<file path="src/rtl/vs_pkg.sv">
`timescale 1ns/1ps
package vs_pkg;
    // Phases of one display axis, in scan order.
    typedef enum logic [1:0] {
        SEG_ACTIVE = 2'd0,
        SEG_FRONT  = 2'd1,
        SEG_SYNC   = 2'd2,
        SEG_BACK   = 2'd3
    } seg_e;

    localparam int PIX_W  = 8;
    localparam int BYTE_W = 8;
endpackage

</file>
<file path="src/rtl/vs_segcount.sv">
`timescale 1ns/1ps
module vs_segcount
    import vs_pkg::*;
#(
    parameter int ACT_LEN  = 640,
    parameter int FP_LEN   = 16,
    parameter int SYNC_LEN = 96,
    parameter int BP_LEN   = 48
) (
    input  logic clk,
    input  logic rst,
    input  logic step,
    output logic act_o,
    output logic sync_o,
    output logic odd_o,
    output logic act_last_o,
    output logic wrap_o
);
    localparam int TOTAL = ACT_LEN + FP_LEN + SYNC_LEN + BP_LEN;
    localparam int CW    = (TOTAL > 2) ? $clog2(TOTAL) : 1;
    localparam logic [CW-1:0] ACT_M1  = CW'(ACT_LEN - 1);
    localparam logic [CW-1:0] FP_M1   = CW'(FP_LEN - 1);
    localparam logic [CW-1:0] SYNC_M1 = CW'(SYNC_LEN - 1);
    localparam logic [CW-1:0] BP_M1   = CW'(BP_LEN - 1);

    seg_e           seg_q, seg_d;
    logic [CW-1:0]  cnt_q;
    logic [CW-1:0]  len_m1;
    logic           seg_last;

    // Next state and length of the current phase
    always_comb begin
        unique case (seg_q)
            SEG_ACTIVE: begin seg_d = SEG_FRONT;  len_m1 = ACT_M1;  end
            SEG_FRONT:  begin seg_d = SEG_SYNC;   len_m1 = FP_M1;   end
            SEG_SYNC:   begin seg_d = SEG_BACK;   len_m1 = SYNC_M1; end
            SEG_BACK:   begin seg_d = SEG_ACTIVE; len_m1 = BP_M1;   end
        endcase
    end

    assign seg_last = (cnt_q == len_m1);

    // State register
    always_ff @(posedge clk or posedge rst) begin
        if (rst) begin
            seg_q <= SEG_ACTIVE;
            cnt_q <= '0;
        end else if (step) begin
            if (seg_last) begin
                seg_q <= seg_d;
                cnt_q <= '0;
            end else begin
                cnt_q <= cnt_q + 1'b1;
            end
        end
    end

    // Outputs
    always_comb begin
        act_o      = (seg_q == SEG_ACTIVE);
        sync_o     = (seg_q == SEG_SYNC);
        odd_o      = cnt_q[0];
        act_last_o = (seg_q == SEG_ACTIVE) && seg_last;
        wrap_o     = (seg_q == SEG_BACK) && seg_last && step;
    end

    AST_WRAP_RESTART: assert property (@(posedge clk) disable iff (rst)
        wrap_o |=> (seg_q == SEG_ACTIVE && cnt_q == '0));
    AST_SEG_IN_RANGE: assert property (@(posedge clk) disable iff (rst)
        (step && !seg_last) |=> (seg_q == $past(seg_q)));
endmodule

</file>
<file path="src/rtl/vs_fetch.sv">
`timescale 1ns/1ps
module vs_fetch #(
    parameter int ADDR_W = 20
) (
    input  logic              clk,
    input  logic              rst,
    input  logic              h_act,
    input  logic              h_odd,
    input  logic              h_act_last,
    input  logic              v_act,
    input  logic              v_odd,
    input  logic              frame_last,
    input  logic              mode_i,
    output logic [ADDR_W-1:0] addr_o,
    output logic              mode_o
);
    logic [ADDR_W-1:0] addr_q, base_q;
    logic              mode_q;
    logic              pair_done;

    assign pair_done = h_act && v_act && h_odd;

    always_ff @(posedge clk or posedge rst) begin
        if (rst) begin
            addr_q <= '0;
            base_q <= '0;
            mode_q <= 1'b0;
        end else if (frame_last) begin
            addr_q <= '0;
            base_q <= '0;
            mode_q <= mode_i;
        end else if (pair_done) begin
            if (h_act_last) begin
                if (mode_q && !v_odd) begin
                    addr_q <= base_q;            // repeat this row
                end else begin
                    addr_q <= addr_q + 1'b1;
                    base_q <= addr_q + 1'b1;
                end
            end else begin
                addr_q <= addr_q + 1'b1;
            end
        end
    end

    assign addr_o = addr_q;
    assign mode_o = mode_q;

    AST_ADDR_STEP: assert property (@(posedge clk) disable iff (rst)
        (pair_done && !h_act_last) |=> (addr_q == $past(addr_q) + 1'b1));
    AST_ADDR_IDLE: assert property (@(posedge clk) disable iff (rst)
        (!(h_act && v_act) && !frame_last) |=> $stable(addr_q));
    AST_MODE_HOLD: assert property (@(posedge clk) disable iff (rst)
        !frame_last |=> $stable(mode_q));
    AST_FRAME_ORIGIN: assert property (@(posedge clk) disable iff (rst)
        frame_last |=> (addr_q == '0 && base_q == '0));
endmodule

</file>
<file path="src/rtl/vs_pixel.sv">
`timescale 1ns/1ps
module vs_pixel
    import vs_pkg::*;
(
    input  logic              clk,
    input  logic              rst,
    input  logic              vis_i,
    input  logic              odd_i,
    input  logic              wide_i,
    input  logic [BYTE_W-1:0] rdata_i,
    input  logic              hs_i,
    input  logic              vs_i,
    output logic [PIX_W-1:0]  pix_o,
    output logic              hsync_n_o,
    output logic              vsync_n_o
);
    logic [BYTE_W-1:0] byte_q;
    logic [PIX_W-1:0]  pix_d;

    always_comb begin
        if (!vis_i)
            pix_d = '0;
        else if (wide_i)
            pix_d = odd_i ? byte_q : rdata_i;
        else
            pix_d = {4'b0000, odd_i ? byte_q[3:0] : rdata_i[7:4]};
    end

    always_ff @(posedge clk or posedge rst) begin
        if (rst) begin
            byte_q    <= '0;
            pix_o     <= '0;
            hsync_n_o <= 1'b1;
            vsync_n_o <= 1'b1;
        end else begin
            if (vis_i && !odd_i)
                byte_q <= rdata_i;
            pix_o     <= pix_d;
            hsync_n_o <= ~hs_i;
            vsync_n_o <= ~vs_i;
        end
    end

    AST_BLANK_ZERO: assert property (@(posedge clk) disable iff (rst)
        !vis_i |=> (pix_o == '0));
    AST_NIBBLE_HIGH_CLEAR: assert property (@(posedge clk) disable iff (rst)
        !wide_i |=> (pix_o[7:4] == 4'b0000));
    AST_WIDE_PAIR_SAME: assert property (@(posedge clk) disable iff (rst)
        (vis_i && wide_i && odd_i) |=> (pix_o == $past(byte_q)));
endmodule

</file>
<file path="src/rtl/vs_scanout.sv">
`timescale 1ns/1ps
module vs_scanout
    import vs_pkg::*;
#(
    parameter int ADDR_W = 20,
    parameter int H_VIS  = 640,
    parameter int H_FP   = 16,
    parameter int H_SYNC = 96,
    parameter int H_BP   = 48,
    parameter int V_VIS  = 480,
    parameter int V_FP   = 10,
    parameter int V_SYNC = 2,
    parameter int V_BP   = 33
) (
    input  logic              clk,
    input  logic              rst,
    input  logic              mode_256,
    input  logic [7:0]        mem_rdata,
    output logic [ADDR_W-1:0] mem_addr,
    output logic              vid_slot,
    output logic              hsync_n,
    output logic              vsync_n,
    output logic [7:0]        pixel
);
    logic phase_q;
    logic h_act, h_sync, h_odd, h_act_last, h_wrap;
    logic v_act, v_sync, v_odd, v_act_last, v_wrap;
    logic mode_q;

    // Memory-cycle phase: 0 = video half, 1 = processor half
    always_ff @(posedge clk or posedge rst) begin
        if (rst) phase_q <= 1'b0;
        else     phase_q <= ~phase_q;
    end
    assign vid_slot = ~phase_q;

    vs_segcount #(
        .ACT_LEN(H_VIS), .FP_LEN(H_FP), .SYNC_LEN(H_SYNC), .BP_LEN(H_BP)
    ) i_hseg (
        .clk(clk), .rst(rst), .step(1'b1),
        .act_o(h_act), .sync_o(h_sync), .odd_o(h_odd),
        .act_last_o(h_act_last), .wrap_o(h_wrap)
    );

    vs_segcount #(
        .ACT_LEN(V_VIS), .FP_LEN(V_FP), .SYNC_LEN(V_SYNC), .BP_LEN(V_BP)
    ) i_vseg (
        .clk(clk), .rst(rst), .step(h_wrap),
        .act_o(v_act), .sync_o(v_sync), .odd_o(v_odd),
        .act_last_o(v_act_last), .wrap_o(v_wrap)
    );

    vs_fetch #(.ADDR_W(ADDR_W)) i_fetch (
        .clk(clk), .rst(rst),
        .h_act(h_act), .h_odd(h_odd), .h_act_last(h_act_last),
        .v_act(v_act), .v_odd(v_odd), .frame_last(v_wrap),
        .mode_i(mode_256), .addr_o(mem_addr), .mode_o(mode_q)
    );

    vs_pixel i_pixel (
        .clk(clk), .rst(rst),
        .vis_i(h_act && v_act), .odd_i(h_odd), .wide_i(mode_q),
        .rdata_i(mem_rdata), .hs_i(h_sync), .vs_i(v_sync),
        .pix_o(pixel), .hsync_n_o(hsync_n), .vsync_n_o(vsync_n)
    );

    AST_SLOT_PARITY: assert property (@(posedge clk) disable iff (rst)
        h_act |-> (phase_q == h_odd));
    AST_LINE_START_VIDEO: assert property (@(posedge clk) disable iff (rst)
        h_wrap |=> vid_slot);
    AST_LAST_ROW_LEAVES: assert property (@(posedge clk) disable iff (rst)
        (v_act_last && h_wrap) |=> !v_act);
endmodule

</file>
<file path="config.mk">
export PLATFORM = sky130hd
export DESIGN_NAME = vs_scanout
export DESIGN_NICKNAME = d
export VERILOG_FILES = /design/src/rtl/vs_pkg.sv /design/src/rtl/vs_segcount.sv /design/src/rtl/vs_fetch.sv /design/src/rtl/vs_pixel.sv /design/src/rtl/vs_scanout.sv
export SDC_FILE = /design/constraint.sdc
export NUM_CORES = 1
export LEC_CHECK = 0
export CAP_MARGIN = 20
export CORE_MARGIN = 2
export CORE_UTILIZATION = 50
export DETAILED_ROUTE_END_ITERATION = 16
export GPL_TIMING_DRIVEN = 0
export MAX_ROUTING_LAYER = met4
export PLACE_DENSITY_LB_ADDON = 0.08
export RECOVER_POWER = 100
export SLEW_MARGIN = 20
export SYNTH_ARGS = -nofsm -noshare
export SYNTH_HDL_FRONTEND = slang
export SYNTH_HIERARCHICAL = 1
export SYNTH_SLANG_ARGS = --single-unit
</file>
<file path="constraint.sdc">
create_clock -name clk -period 4.1 [get_ports clk]
set_input_delay 1.025 -clock clk [delete_from_list [all_inputs] [get_ports clk]]
set_output_delay 1.025 -clock clk [all_outputs]
set_load 0.02 [all_outputs]
</file>
==> key figures, run 1 <==
STA
  – Slew @ Worst Pin: 1.57 ns
  – Final hold viol count: 0
  – Fmax: ~280 MHz
  – Slew HR: -4.38%
  – Finish-stage setup viols: 0
  – Worst clock skew: around 0.011 ns
  – Fin crit share: between 80% and 90%
  – Crit path time final: between 3 and 4 ns
  – Unrepaired setup endpoints after global routing: false
  – Final Slew Violations: 29
  – Fin Setup TNS: 0 ns

Cells and area
  – Most frequent cells in the layout: 82 x dfrtp_1, 44 x o21ai_0, 43 x nand2_1
  – Layout cells sized above 1: roughly a tenth
  – Area Overhead vs Synth: 14.9%
  – Final layout net count: about 530
  – Finished Cell Area: approximately 0.0052 mm²
  – Diode count: 0
  – Most common cell after layout, fill and taps aside: dfrtp_1
  – Fin cells: about 620

Pwr
  – Leakage: 0.00241 µW
  – Total power: approximately 1800 µW
  – Worst-case vdd ir drop: 261 µV
  – Pwr Density: about 350 mW/mm²

Placed design
  – Port buffer count: slightly above 40
  – Detailed placement HPWL: a little under 7 mm
  – Routability Congestion: 0.829
  – Placed Instances: 606
  – Dpl cell area: slightly above 0.005 mm²

Drt
  – DR vias/cell: 5.71
  – Vias post-DR: between 3000 and 4000
  – Routed WL: slightly below 10 mm
  – DR iter-0 viols: about 120
  – Wire length per cell: roughly 16 µm
  – Pre-antenna DRT Iters: 4
  – # DRC: 0
  – Antenna Nets Post-Route: 0

Floorplanning
  – DIE HEIGHT: about 100 µm
  – Core Footprint: 0.00876 mm²
  – Row cnt: 34
  – I/O pin cnt: 42
  – Die X: 99.4 µm
  – DIE AREA: ~0.0099 mm²
  – Initial Utilization: 51.9%

Worst setup path
  – R2r setup slk: 0.55 ns
  – Crit-path max FO: 17
  – CP peak stage delay: 0.57 ns
  – Kind of capture point of the worst setup path: flip-flop
  – Req. time, crit path: 4.34 ns
  – Startpoint types: flip-flop
  – CP Cell Sequence: ha_1, and3_1, nand4_1, nor2_1, buf_6, and2_0, clkbuf_2, and3_1, and4b_1, clkbuf_1, nand2_1, nor2_1, a22o_1
  – CP Buf/Inv Count: 3
  – Launch point of the worst reg-to-reg path: i_hseg/cnt_q[0]
  – CP top delay family: simple AND/OR/NAND/NOR gates
  – Slowest CP cell: dfrtp_1
  – Worst Setup Path Type: reg -> reg
  – Data arrival, critical path: 3.79 ns
  – Worst setup path start: i_hseg/cnt_q[0]

Clock network
  – CTS Buf Count: 9
  – Clock sinks: 84
  – Setup Buffers After CTS: 0
  – Clock Pin Slew Worst Setup and Hold Paths: ~0.080 ns
  – CTS tree: built
  – Htree depth: 3
  – # hold bufs at CTS: 0
  – Clock root buffer: clkbuf_8
  – Post-CTS sizing: 0
  – Worst skew pair latency: between 0.3 and 0.4 ns
  – CTS max path bufs: 2

GRT
  – Total grt overflow: 0
  – Initial antenna violation count: 0
  – Vias in the first global route: roughly 3400
  – Global-route wire length before repair: ~16 mm
  – All-Layer GR Usage: a little over a fifth
  – Largest net degree at the start of global routing: 29

Yosys
  – Mapped Cells: around 460
  – Syn Nets: roughly 480
  – Syn avg cell area: ~10 µm²
  – Synth warn: 6
  – Post-Syn Area: between 0.004 and 0.005 mm²

Run
  – Max cap viols: 1

Outcome
  – Status: finished with violations
  – Failing checks: max-capacitance violations, max-slew violations

Worst hold path
  – Hold Startpoint: phase_q
  – Hold Path Class: reg -> reg
-- where the power goes --
part	internal (µW)	switching (µW)	leakage [µW]	total (µW)
registers	879	67.1	0.00112	947
logic	128	153	0.00119	281
clock network	298	292	0.000100	590
-- through the flow --
stage | hold slack (ns) | utilization [%] | setup WS [ns]
after global placement | 0.393 | 58.2 | 0.312
after global routing | 0.445 | 59.7 | 0.205
after floorplan | 0.442 | - | 1.01
after detailed placement | 0.413 | 58.4 | 0.293
after CTS | 0.426 | 60.6 | 0.268
final | 0.419 | 59.7 | 0.550
-- layout make-up --
class	instances	area, µm²
Clock inverter	4	48.8
Clock buffer	12	145
Timing Repair Buffer	42	414
Multi-Input combinational cell	332	2210
Sequential cell	84	2100
Inverter	18	67.6
Buffer	21	109
Fill cell	770	3530
Tap cell	108	135
-- state kept, by name (all words and copies together), names as in the netlist, 2 cells and up --
register and flops:
i_fetch/addr_o 20, i_fetch/base_q 20, i_hseg/cnt_q 10, i_hseg/seg_q 2, i_pixel/byte_q 8, i_pixel/pix_o 8, i_vseg/cnt_q 10, i_vseg/seg_q 2
-- path summary, 6_finish.rpt --
check / end / cells past startpoint
setup / recovery: i_fetch/base_q[1] / 13
hold / removal: phase_q / 1
setup reg to reg: i_fetch/base_q[1] / 13
hold reg to reg: phase_q / 1
max in group asynchronous: i_fetch/addr_o[6] / 3
min in group asynchronous: phase_q / 2
-- metal layers --
| layer | GRT usage (%) | vias to the layer above | part of all wire, % |
|---|---|---|---|
| met3 | 3.72 | 10 | 3.4 |
| met1 | 28.4 | 1768 | 46 |
| met5 | - | - | 0 |
| met4 | 5.90 | 0 | 1.3 |
| met2 | 33.2 | 65 | 49 |
| li1 | - | 1703 | - |
No activity file was read; power rests on OpenSTA's default activity.
==> run 2: changes to the inputs <==
- TNS_END_PERCENT: not set -> 100
==> results of run 2 <==
Final layout, timing and power as in run 1 (identical DEF).
==> run 3: changes to the inputs <==
- clock period: 4.1 -> 3.6 ns (I/O delays scaled with it)
==> run 3 against run 2 <==
  * The run still ends with max-capacitance violations, max-slew violations left
  * Critical path depth rose by 1
  * Sequential power rose by 14%
  * Wire length fell by 0.52%
  * Sequential cell count did not move
  * Non-clock buffer count fell by 1
  * Total power rose by 14%
  * Cell count fell by 0.16%
  * Global-route usage fell by 0.14 points
  * Die area did not move
==> key figures, run 3 (same netlist as run 1, synthesis figures left out) <==
Outcome
  – Status: finished with violations
  – Failing checks: max-capacitance violations, max-slew violations

STA
  – Final hold viol count: 0
  – Fin crit share: between 90 and 100%
  – Slew @ Worst Pin: 1.57 ns
  – Crit path time final: roughly 3.3 ns
  – Finish-stage setup viols: 0
  – Final Slew Violations: 29
  – Unrepaired setup endpoints after global routing: false
  – Fmax: slightly above 300 MHz
  – Min setup slack post-route: between 0.2 and 0.3 ns
  – Worst clock skew: around 0.0094 ns
  – Slew HR: -4.34%

Floorplanning
  – Core Footprint: between 0.008 and 0.009 mm²
  – I/O pin cnt: 42
  – Die X: 99.4 µm
  – Initial Utilization: 51.9%
  – DIE AREA: slightly below 0.01 mm²
  – DIE HEIGHT: between 90 and 100 µm
  – Row cnt: 34

Pwr
  – Reg power frac: 52.0%
  – Switching part of the total power: 28.1%
  – Total power: roughly 2100 µW
  – P_int: ~1500 µW
  – Pwr Density: approximately 400 mW/mm²
  – Combinational share of power: about 16%
  – Clk network pwr share: between 30 and 40%
  – Worst-case vdd ir drop: 299 µV
  – Leakage: 0.00242 µW
  – Total net switching power: 584 µW

Cells and area
  – Layout cells sized above 1: between 10 and 15%
  – Most frequent cells in the layout: 81 x dfrtp_1, 43 x nand2_1, 43 x o21ai_0
  – Most common cell after layout, fill and taps aside: dfrtp_1
  – Area Overhead vs Synth: 15.0%
  – Fill cells: a little under 800
  – Final layout net count: approximately 530
  – Diode count: 0

Clock network
  – CTS Buf Count: 9
  – CTS tree: built
  – # hold bufs at CTS: 0
  – CTS max path bufs: 2
  – Htree depth: 3
  – Clock Pin Slew Worst Setup and Hold Paths: roughly 0.08 ns
  – Worst skew pair latency: roughly 0.34 ns
  – Clock root buffer: clkbuf_8
  – Clock sinks: between 80 and 90

Placed design
  – Routability Congestion: 0.829
  – Post-Place Worst Slack: -0.207 ns
  – Port buffer count: 41
  – Detailed placement HPWL: 6.82 mm

GRT
  – Global-route wire length before repair: ~16 mm
  – All-Layer GR Usage: approximately a fifth
  – Vias in the first global route: 3400
  – Initial antenna violation count: 0
  – Total grt overflow: 0
  – Largest net degree at the start of global routing: 29

Worst setup path
  – Crit-path max FO: 17
  – Kind of capture point of the worst setup path: flip-flop
  – Req. time, crit path: ~3.8 ns
  – Startpoint types: flip-flop
  – Data arrival, critical path: 3.55 ns
  – Worst Setup Path Type: reg -> reg

Drt
  – DR vias/cell: around 5.7
  – Pre-antenna DRT Iters: 4
  – Wire length per cell: around 15 µm
  – Routed WL: about 9.6 mm
  – # DRC: 0
  – Antenna Nets Post-Route: 0
  – Vias post-DR: approximately 3500
  – DR iter-0 viols: 90

Worst hold path
  – Hold Path Class: reg -> reg

Run
  – Max cap viols: 1
==> run 3: per-layer routing <==
metal,vias up,wire (µm),track usage [%]
met5,-,0,-
li1,1702,-,-
met3,10,295,3.72
met4,0,107,5.90
met2,62,4690,33.2
met1,1759,4490,28.0
==> run 3: power by group through the flow <==
stage | clock, µW | sequential (µW) | combinational [µW]
2_1_floorplan | 0 | 1080 | 254
3_3_place_gp | 0 | 1100 | 314
3_5_place_dp | 0 | 1100 | 328
4_1_cts | 692 | 1080 | 330
5_1_grt | 725 | 1090 | 369
6_report | 671 | 1080 | 326
==> run 3: final cells by class <==
class                      instances  area, µm²  area share, %
clock inverter                     4       48.8          0.932
timing repair buffer              42        414           7.91
inverter                          18       67.6           1.29
sequential                        84       2110           40.2
tap                              108        135           2.58
buffer                            20        108           2.06
multi-input combinational        332       2210           42.2
clock buffer                      12        145           2.77
==> run 3: timing repair <==
item	CTS	global route
resized for setup	1	2
cloned	0	0
setup endpoints to repair	29	15
setup buffers	0	0
==> run 3: final timing paths <==
path                                  from           endpoint  slack [ns]  cells past startpoint
max in group asynchronous              rst  i_fetch/base_q[5]        0.62                      3
max                        i_hseg/seg_q[0]  i_fetch/base_q[1]        0.29                     14
min                                phase_q            phase_q        0.42                      1
max reg2reg                i_hseg/seg_q[0]  i_fetch/base_q[1]        0.29                     14
min reg2reg                        phase_q            phase_q        0.42                      1
min in group asynchronous              rst            phase_q        0.95                      2
==> run 3: worst max-delay path: stages (launching register included) <==
cell and delay [ns]:
dfrtp_1 0.39, inv_1 0.11, ha_2 0.30, xor2_1 0.15, nand4_1 0.14, nor2_2 0.17, buf_6 0.16, and2_0 0.15
clkbuf_2 0.30, and3_1 0.35, and4b_1 0.26, buf_2 0.20, nand2_1 0.20, nor2_1 0.09, a22o_1 0.24
==> run 3: per-stage QoR <==
step / cells / util [%] / area [µm²] / TNS [ns] / hold WS [ns]
floorplan: 456 / - / 4550 / 0 / 0.442
global placement: 605 / 58.2 / 5100 / -3.15 / 0.393
detailed placement: 606 / 58.4 / 5120 / -3.62 / 0.413
CTS: 621 / 60.6 / 5310 / 0 / 0.426
global route: 620 / 59.7 / 5240 / 0 / 0.445
finish: 620 / 59.7 / 5240 / 0 / 0.419
